$ cat src/rtl/sync_hunt_pkg.sv
// Shared definitions for the sync hunt detector: mode encoding and flag byte.
package sync_hunt_pkg;
    typedef enum logic [1:0] {
        MODE_SINGLE = 2'b00,
        MODE_PAIR   = 2'b01,
        MODE_FLAG   = 2'b10,
        MODE_EXT    = 2'b11
    } hunt_mode_e;

    localparam logic [7:0] FLAG_BYTE = 8'h7E;
endpackage

$ cat src/rtl/sync_shift_reg.sv
// Window register for received bits plus a saturating count of bits received
// since the last hunt entry. Assumes shift_en pulses once per received bit.
module sync_shift_reg #(
    parameter int SR_W  = 16,
    parameter int CNT_W = $clog2(SR_W + 1)
) (
    input  logic             clk,
    input  logic             rst_n,
    input  logic             shift_en,
    input  logic             clear,
    input  logic             din,
    output logic [SR_W-1:0]  sr_q,
    output logic [CNT_W-1:0] fill_q
);
    localparam logic [CNT_W-1:0] FILL_MAX = CNT_W'(SR_W);

    // Shift in new bits; count them up to the window size.
    always_ff @(posedge clk) begin
        if (!rst_n) begin
            sr_q   <= '0;
            fill_q <= '0;
        end else if (clear) begin
            fill_q <= '0;
        end else if (shift_en) begin
            sr_q <= {sr_q[SR_W-2:0], din};
            if (fill_q != FILL_MAX) begin
                fill_q <= fill_q + 1'b1;
            end
        end
    end
endmodule

$ cat src/rtl/sync_pattern_match.sv
// Compares the bit window (including the bit arriving now) against the
// pattern selected by the mode and length inputs. Purely combinational.
// Assumes CHAR_W >= 8 so that the flag byte fits in one character.
module sync_pattern_match
    import sync_hunt_pkg::*;
#(
    parameter int CHAR_W = 8,
    parameter int SR_W   = 2 * CHAR_W,
    parameter int CNT_W  = $clog2(SR_W + 1)
) (
    input  logic [SR_W-1:0]   win,
    input  logic [CNT_W-1:0]  fill_nx,
    input  hunt_mode_e        mode,
    input  logic              long_sel,
    input  logic [CHAR_W-1:0] pat_hunt,
    input  logic [CHAR_W-1:0] pat_fill,
    output logic              hit_pat
);
    localparam int SHORT_W = CHAR_W - 2;
    localparam logic [CNT_W-1:0] NEED_S1 = CNT_W'(SHORT_W);
    localparam logic [CNT_W-1:0] NEED_L1 = CNT_W'(CHAR_W);
    localparam logic [CNT_W-1:0] NEED_S2 = CNT_W'(2 * SHORT_W);
    localparam logic [CNT_W-1:0] NEED_L2 = CNT_W'(SR_W);

    logic             eq;
    logic [CNT_W-1:0] need;

    // Select the pattern and its length, then compare the window tail.
    always_comb begin
        eq   = 1'b0;
        need = '0;
        unique case (mode)
            MODE_SINGLE: begin
                if (long_sel) begin
                    need = NEED_L1;
                    eq   = (win[CHAR_W-1:0] == pat_hunt);
                end else begin
                    need = NEED_S1;
                    eq   = (win[SHORT_W-1:0] == pat_hunt[SHORT_W-1:0]);
                end
            end
            MODE_PAIR: begin
                if (long_sel) begin
                    need = NEED_L2;
                    eq   = (win == {pat_hunt, pat_fill});
                end else begin
                    need = NEED_S2;
                    eq   = (win[2*SHORT_W-1:0] ==
                            {pat_hunt[SHORT_W-1:0], pat_fill[SHORT_W-1:0]});
                end
            end
            MODE_FLAG: begin
                need = NEED_L1;
                eq   = (win[CHAR_W-1:0] == CHAR_W'(FLAG_BYTE));
            end
            default: begin
                need = '0;
                eq   = 1'b0;
            end
        endcase
        hit_pat = eq && (fill_nx >= need);
    end
endmodule

$ cat src/rtl/sync_char_framer.sv
// Hunt/sync state and character framing. After a hit it counts strobes and
// emits a one-clock valid for each completed character unless dropped.
// Assumes hit and drop are evaluated on the same strobe as the current bit.
module sync_char_framer #(
    parameter int CHAR_W = 8
) (
    input  logic              clk,
    input  logic              rst_n,
    input  logic              bit_en,
    input  logic              hunt_cmd,
    input  logic              hit,
    input  logic              drop,
    input  logic [CHAR_W-1:0] char_in,
    output logic              synced,
    output logic              char_valid,
    output logic [CHAR_W-1:0] char_data
);
    localparam int BIT_W = $clog2(CHAR_W);
    localparam logic [BIT_W-1:0] LAST_BIT = BIT_W'(CHAR_W - 1);

    logic [BIT_W-1:0] bit_cnt;

    // State update: enter sync on hit, then frame characters every CHAR_W bits.
    always_ff @(posedge clk) begin
        if (!rst_n) begin
            synced     <= 1'b0;
            bit_cnt    <= '0;
            char_valid <= 1'b0;
            char_data  <= '0;
        end else begin
            char_valid <= 1'b0;
            if (hunt_cmd) begin
                synced  <= 1'b0;
                bit_cnt <= '0;
            end else if (bit_en) begin
                if (!synced) begin
                    if (hit) begin
                        synced  <= 1'b1;
                        bit_cnt <= '0;
                    end
                end else if (bit_cnt == LAST_BIT) begin
                    bit_cnt    <= '0;
                    char_valid <= !drop;
                    char_data  <= char_in;
                end else begin
                    bit_cnt <= bit_cnt + 1'b1;
                end
            end
        end
    end
endmodule

$ cat src/rtl/sync_hunt_top.sv
// Top of the sync hunt detector: registers the external sync pin, builds the
// window including the arriving bit, and combines the matcher with the framer.
// Assumes bit_en marks each 1x received bit; ext_sync_n is synchronous to clk.
module sync_hunt_top
    import sync_hunt_pkg::*;
#(
    parameter int CHAR_W = 8
) (
    input  logic              clk,
    input  logic              rst_n,
    input  logic              bit_en,
    input  logic              rx_bit,
    input  logic [1:0]        mode,
    input  logic              long_sel,
    input  logic [CHAR_W-1:0] pat_hunt,
    input  logic [CHAR_W-1:0] pat_fill,
    input  logic              strip_en,
    input  logic              ext_sync_n,
    input  logic              hunt_cmd,
    output logic              synced,
    output logic              char_valid,
    output logic [CHAR_W-1:0] char_data
);
    localparam int SR_W  = 2 * CHAR_W;
    localparam int CNT_W = $clog2(SR_W + 1);
    localparam logic [CNT_W-1:0] FILL_MAX = CNT_W'(SR_W);

    hunt_mode_e       mode_e;
    logic             ext_q;
    logic [SR_W-1:0]  sr_q;
    logic [CNT_W-1:0] fill_q;
    logic [CNT_W-1:0] fill_nx;
    logic [SR_W-1:0]  win;
    logic             hit_pat;
    logic             hit;
    logic             drop;

    assign mode_e = hunt_mode_e'(mode);

    // External sync pin register; reset forces it inactive.
    always_ff @(posedge clk) begin
        if (!rst_n) begin
            ext_q <= 1'b1;
        end else begin
            ext_q <= ext_sync_n;
        end
    end

    sync_shift_reg #(.SR_W(SR_W), .CNT_W(CNT_W)) u_shift (
        .clk      (clk),
        .rst_n    (rst_n),
        .shift_en (bit_en),
        .clear    (hunt_cmd),
        .din      (rx_bit),
        .sr_q     (sr_q),
        .fill_q   (fill_q)
    );

    // Window and count as they will be once the arriving bit is included.
    always_comb begin
        win     = {sr_q[SR_W-2:0], rx_bit};
        fill_nx = (fill_q == FILL_MAX) ? fill_q : fill_q + 1'b1;
    end

    sync_pattern_match #(.CHAR_W(CHAR_W), .SR_W(SR_W), .CNT_W(CNT_W)) u_match (
        .win      (win),
        .fill_nx  (fill_nx),
        .mode     (mode_e),
        .long_sel (long_sel),
        .pat_hunt (pat_hunt),
        .pat_fill (pat_fill),
        .hit_pat  (hit_pat)
    );

    // Sync source selection and the strip decision for the completed character.
    always_comb begin
        hit  = (mode_e == MODE_EXT) ? !ext_q : hit_pat;
        drop = strip_en && (mode_e == MODE_SINGLE) && (win[CHAR_W-1:0] == pat_fill);
    end

    sync_char_framer #(.CHAR_W(CHAR_W)) u_framer (
        .clk        (clk),
        .rst_n      (rst_n),
        .bit_en     (bit_en),
        .hunt_cmd   (hunt_cmd),
        .hit        (hit),
        .drop       (drop),
        .char_in    (win[CHAR_W-1:0]),
        .synced     (synced),
        .char_valid (char_valid),
        .char_data  (char_data)
    );
endmodule

$ cat config.mk
export PLATFORM = sky130hd
export DESIGN_NAME = sync_hunt_top
export DESIGN_NICKNAME = d
export VERILOG_FILES = /design/src/rtl/sync_hunt_pkg.sv /design/src/rtl/sync_shift_reg.sv /design/src/rtl/sync_pattern_match.sv /design/src/rtl/sync_char_framer.sv /design/src/rtl/sync_hunt_top.sv
export SDC_FILE = /design/constraint.sdc
export NUM_CORES = 1
export LEC_CHECK = 0
export ABC_CLOCK_PERIOD_IN_PS = 4600
export BUFFER_PORTS_ARGS = -buffer_cell sky130_fd_sc_hd__buf_2
export CORE_UTILIZATION = 45
export CTS_CLUSTER_SIZE = 20
export DETAILED_ROUTE_END_ITERATION = 10
export PLACE_DENSITY = 0.71
export REMOVE_ABC_BUFFERS = 1
export SLEW_MARGIN = 20
export SYNTH_ARGS = -nofsm -noshare
export SYNTH_HDL_FRONTEND = slang
export SYNTH_SLANG_ARGS = --single-unit
$ cat constraint.sdc
create_clock -name clk -period 4.6 [get_ports clk]
set_clock_uncertainty 0.1 [all_clocks]
set_input_delay 0.69 -clock clk [delete_from_list [all_inputs] [get_ports clk]]
set_output_delay 0.69 -clock clk [all_outputs]
set_load 0.1 [all_outputs]
# After elaboration in Yosys (flattened, before gate mapping)
# Cells that the tools add are included.
# W data, S select, Z words.
# op_classes
add_sub_neg	2
magnitude_cmp	1
n_eq_ne	12
mux	13
bitwise_logic	5
reduce_logical	13
# ops
operator	n
$eq A16 B16 Y1	1
$eq A8 B8 Y1	2
$pmux W5 S3	1
$eq A12 B12 Y1	1
$mux W5	2
$mux W3	3
$eq A8 B7 Y1 const B	1
$eq A6 B6 Y1	1
$reduce_and A2 Y1	3
$add A5 B1 Y5 const B	1
$eq A5 B5 Y1 const B	1
$ge A5 B5 Y1	1
$mux W1	5
$ne A5 B5 Y1 const B	1
$not A1 Y1	5
$reduce_or A5 Y1	1
$eq A2 B2 Y1 const B	2
$mux W4	1
$reduce_and A4 Y1	1
$add A3 B1 Y3 const B	1
$eq A3 B3 Y1 const B	1
$logic_and A1 B1 Y1	3
$pmux W1 S3	1
$eq A2 B1 Y1 const B	1
4 further kinds	5
# totals
ff_bits	34
out_inout_bits	10
word_cells	53

# Depth between registers and ports, before layout
# depth
depth_word	7
ltp_mapped	11

# By module
# A second synthesis with hierarchy kept.
# unflattened
cells_unflattened	254
area_unflattened_um2	2247.2
# by_module_without_submodules
module	n_inst	cells_each	area_per_inst_um2
sync_shift_reg	1	99	919.6
sync_char_framer	1	58	558.0
sync_pattern_match	1	65	521.8
sync_hunt_top	1	32	247.7

# Least setup slack after synthesis
# No wires, ideal clock.
# synth_timing
kind	input port to flip-flop
from	input mode[1]
to	register u_framer.bit_cnt[1]
setup_ns	0.060
arrival_ns	2.426
required_ns	4.440
path_slack_ns	2.013
cell_stages	9
path_buffers	0
path_cell_list	or2_2 xnor2_1 ha_1 a21oi_1 a221oi_1 a311oi_1 and2b_2 o21ai_2 a32o_1
# synth_between
elab_chain_len	7
elab_cells_between_ends	11
classes_between	order compare: 1; eq/ne: 3; mux: 3; reduce/logical: 4
# synth_rtl
element	line_no	text
from (decl)	sync_hunt_top.sv:13	input logic [1:0] mode,
$eq A2 B2 Y1 (tied with other cells)	sync_pattern_match.sv:32	unique case (mode)
$pmux W5 S3	sync_pattern_match.sv:32	
$ge A5 B5 Y1	sync_pattern_match.sv:61	hit_pat = eq && (fill_nx >= need);
$logic_and A1 B1 Y1	sync_pattern_match.sv:61	
$mux W1 (*)	sync_hunt_top.sv:77	hit = (mode_e == MODE_EXT) ? !ext_q : hit_pat;
$reduce_bool A2 Y1 (no line) (*)	n/a	
$reduce_and A2 Y1 (no line) (*)	n/a	
to (signal assigned)	sync_char_framer.sv:46	bit_cnt <= bit_cnt + 1'b1;
to (decl)	sync_char_framer.sv:21	logic [BIT_W-1:0] bit_cnt;
# Every way passes the cells marked *; elsewhere a longest branch is shown, timed or not.
# A chain may end at the register's enable or synchronous reset.

# Worst setup path after layout
# layout_timing
from	register u_shift.fill_q[0]
to	register u_framer.bit_cnt[2]
# layout_between
elab_chain_len	7
elab_cells_between_ends	8
classes_between	add/sub: 1; order compare: 1; eq/ne: 1; mux: 2; reduce/logical: 3
# layout_rtl
element	line_no	text
from (decl)	sync_shift_reg.sv:13	output logic [CNT_W-1:0] fill_q
from (signal assigned)	sync_shift_reg.sv:27	fill_q <= fill_q + 1'b1;
$add A5 B1 Y5 / $eq A5 B5 Y1 (equally long branches)	sync_hunt_top.sv:62	fill_nx = (fill_q == FILL_MAX) ? fill_q : fill_q + 1'b1;
$mux W5 (*)	sync_hunt_top.sv:62	
$ge A5 B5 Y1 (*)	sync_pattern_match.sv:61	
$logic_and A1 B1 Y1 (*)	sync_pattern_match.sv:61	
$mux W1 (*)	sync_hunt_top.sv:77	
$reduce_bool A2 Y1 (no line) (*)	n/a	
$reduce_and A2 Y1 (no line) (*)	n/a	
# Marks and branches as above.

==> results by group <==
Power and ir drop
  – Cell Int Power: 446 uW
  – Sw Share: 0.248
  – Clk pwr share: 0.388
  – Tot Pwr: 593 uW
  – Static Leak: approximately 0.9 nW
  – Power share of the combinational group: 0.109
  – Peak supply drop: approximately 150 uV
  – Sw Pwr: 147 uW
  – Seq pwr share: 0.503
  – Power per cell area: 264 nW/um^2

Placement
  – Detailed Place HPWL: 3070 um
  – GPL Wtd Cong: 0.758
  – PortBufs: 35

Routing
  – Vias: approximately 1.7k
  – Initial DRT Pass Iterations: 4
  – Vias per std cell: 5.35
  – Antenna-violating nets left: 0
  – DRC: 0
  – Post-DR wirelength/cell: 13.4 um
  – Drt initial violations: 75
  – Wirelength, routed: 4220 um

Outcome
  – Outcome: complete, no violations

Layout
  – Sequential Area: 681 um^2
  – Area of the multi-input gates: between 1000 and 1500 um^2
  – Final cell utilization of the core: 0.545
  – Final-layout fill cell count: slightly below 400
  – Commonest non-fill, non-tap cells in the layout: nand2_1, buf_2, dfxtp_1
  – Layout cells sized above 1: 0.193
  – Most common cell after layout, fill and taps aside: nand2_1
  – Final nets: just under 300
  – Ant diodes: 0
  – Synth-to-Final Area Change: 13.9%

Worst setup path
  – Worst path required time: between 4 and 5 ns
  – R2r setup slk: slightly below 2 ns
  – Critical Path Source: u_shift.fill_q[0]
  – Arrival time at the worst endpoint: 2.81 ns
  – Worst setup SP type: flip-flop
  – Critical Path End: u_framer.bit_cnt[2]
  – Cell mode on critical path: ha_1
  – Worst-path fanout max: 6
  – CP Buf/Inv Count: 1
  – Max stage delay cell, worst path: dfxtp_1
  – Cell Chain, Critical Path: inv_1, ha_1, and4bb_2, nor2_1, ha_1, nand4b_1, mux2i_1, a311oi_1, and2b_2, o21ai_2, a32o_1
  – Reg-to-reg startpoint: u_shift.fill_q[0]
  – Reg2reg end: u_framer.bit_cnt[2]
  – Number of cells on the critical path: 11
  – Slowest cell delay on critical path: 0.43 ns
  – Critical path type: reg -> reg
  – Crit. End Element: flip-flop
  – Worst R2R Path Depth: 11
  – Crit path max-delay family: simple AND/OR/NAND/NOR gates

STA
  – RSZ-0062 raised after global routing: no
  – Worst-Margin Slew: 0.591 ns
  – Tmin final: 2.68 ns
  – Rel. slew slack: 0.606
  – Fin crit share: 0.582
  – Fin Hold WS: 0.364 ns
  – Fmax: 374 MHz
  – Hold Vio Cnt, Final: 0
  – # setup viols final: 0
  – Fin. max-slew vios: 0
  – Setup TNS: 0 ns

Clock tree
  – CTS max path bufs: 2
  – Worst-Skew Late Latency: just under 0.3 ns
  – Setup bufs post-CTS: 0
  – Num CTS Buffers: 5
  – Post-CTS Hold Fix Bufs: 0
  – CTS Root Cell: clkbuf_8
  – Clock Sinks: 34
  – Cts repair resizes: 0
  – Maximum level of the CTS H-tree: 2
  – Reg clk slew, reported paths: approximately 0.070 ns
  – CTS tree: yes

Worst hold path
  – HP Class: reg -> reg
  – Hold Startpoint: u_framer.char_data[0]

Flow run
  – Max-Cap Viols: 0

Die
  – Core area: 4120 um^2
  – I/O pin count: 36
  – Die Height: 68.2 um
  – Die area: 4650 um^2
  – Rows: 23
  – Die X: 68.2 um
  – Initial core utilization: 0.479

Global routing
  – Largest net degree at the start of global routing: 28
  – Total GRT Usage: 0.210
  – First-pass GRT wire length: 7040 um
  – Antenna violations before repair: 0
  – Total gr overflow: 0
  – Vias in the first global route: 1545

Yosys
  – Netlist cell types: 38
  – Number of synthesized flops with an enable pin: 0
  – Register area share after synthesis: 0.345
  – Mapped cell area: around 2000 um^2
  – Flops & latches, synth: 34
  – Synth Flop Type: dfxtp_1
  – Post-synth ARST share: 0
  – YS warnings: 0
  – Syn_area_per_cell: 8.39 um^2
  – Syn Inst Count: around 240
routing by layer:
| layer | routed length [um] | GRT usage | up-vias |
|---|---|---|---|
| li1 | - | - | 844 |
| met1 | 2020 | 0.270 | 792 |
| met2 | 1980 | 0.336 | 36 |
| met3 | 142 | 0.0400 | 8 |
| met4 | 74 | 0.0938 | 0 |
| met5 | 0 | 0 | - |
Yosys cell counts (all sizes together), types with 2 or more instances:
library cell	number	area, um^2
o21ai	3	18.8
inv	4	15.0
nor3	3	15.0
xnor2	22	193
nor2b	4	25.0
a21boi	23	173
xor2	15	131
or4	2	15.0
a32o	2	20.0
nand4	8	50.1
nand2b	5	31.3
a21oi	3	15.0
nand3	4	20.0
nand2	50	188
and3	3	18.8
clkbuf	12	45.0
dfxtp	34	681
ha	8	100
nor2	9	33.8
nor4	2	18.8
mux2i	3	30.0
buf	3	21.3
power by group through the flow:
stage,logic (mW),registers (mW),clock network (mW)
finish,0.0644,0.299,0.230
floorplan,0.0358,0.305,0
CTS,0.0647,0.298,0.237
global placement,0.0634,0.305,0
global route,0.0712,0.299,0.251
detailed placement,0.0646,0.305,0
through the flow:
stage	instance area (um^2)	setup slack [ns]	instances
3_5_place_dp	2150	1.71	306
4_1_cts	2240	1.96	314
5_1_grt	2240	1.73	314
6_report	2240	1.92	314
2_1_floorplan	1900	2.03	220
3_3_place_gp	2150	1.74	306
layout make-up:
cell class	instances	area share
Timing Repair Buffer	36	0.0814
Inverter	4	0.00669
Multi-Input combinational cell	182	0.538
Sequential cell	34	0.303
Clock buffer	6	0.0368
Clock inverter	2	0.00557
Tap cell	50	0.0279
state kept, by name, indices dropped and copies added, names as in the netlist:
register             cells
ext_q                    1
u_framer.bit_cnt         3
u_framer.char_data       8
u_framer.char_valid      1
u_framer.synced          1
u_shift.fill_q           5
u_shift.sr_q            15
worst register-to-register path, delay by kind of cell, from the launching register on:
family	cells	cell delay (ns)
AO/OA/AOI/OAI	3	0.61
adder cells (fa/ha/maj)	2	0.49
buffers and inverters	1	0.11
flip-flops	1	0.43
multiplexers	1	0.08
AND/OR/NAND/NOR	4	0.81
cell families after synthesis:
family          after synthesis  synth area share
buf+inv                      19            0.0413
fa+ha+maj                     8            0.0508
flops                        34             0.345
xor+xnor                     37             0.164
mux                           3            0.0152
simple gates                 96             0.237
compound gates               38             0.145
worst min path at each step:
stage          depth (start not counted)                     to
2_1_floorplan                          2       u_shift.sr_q[14]
3_3_place_gp                           2  u_framer.char_data[3]
3_5_place_dp                           2  u_framer.char_data[3]
4_1_cts                                2  u_framer.char_data[1]
5_1_grt                                2  u_framer.char_data[4]
6_report                               2  u_framer.char_data[0]
(Power assumes the default switching activity.)
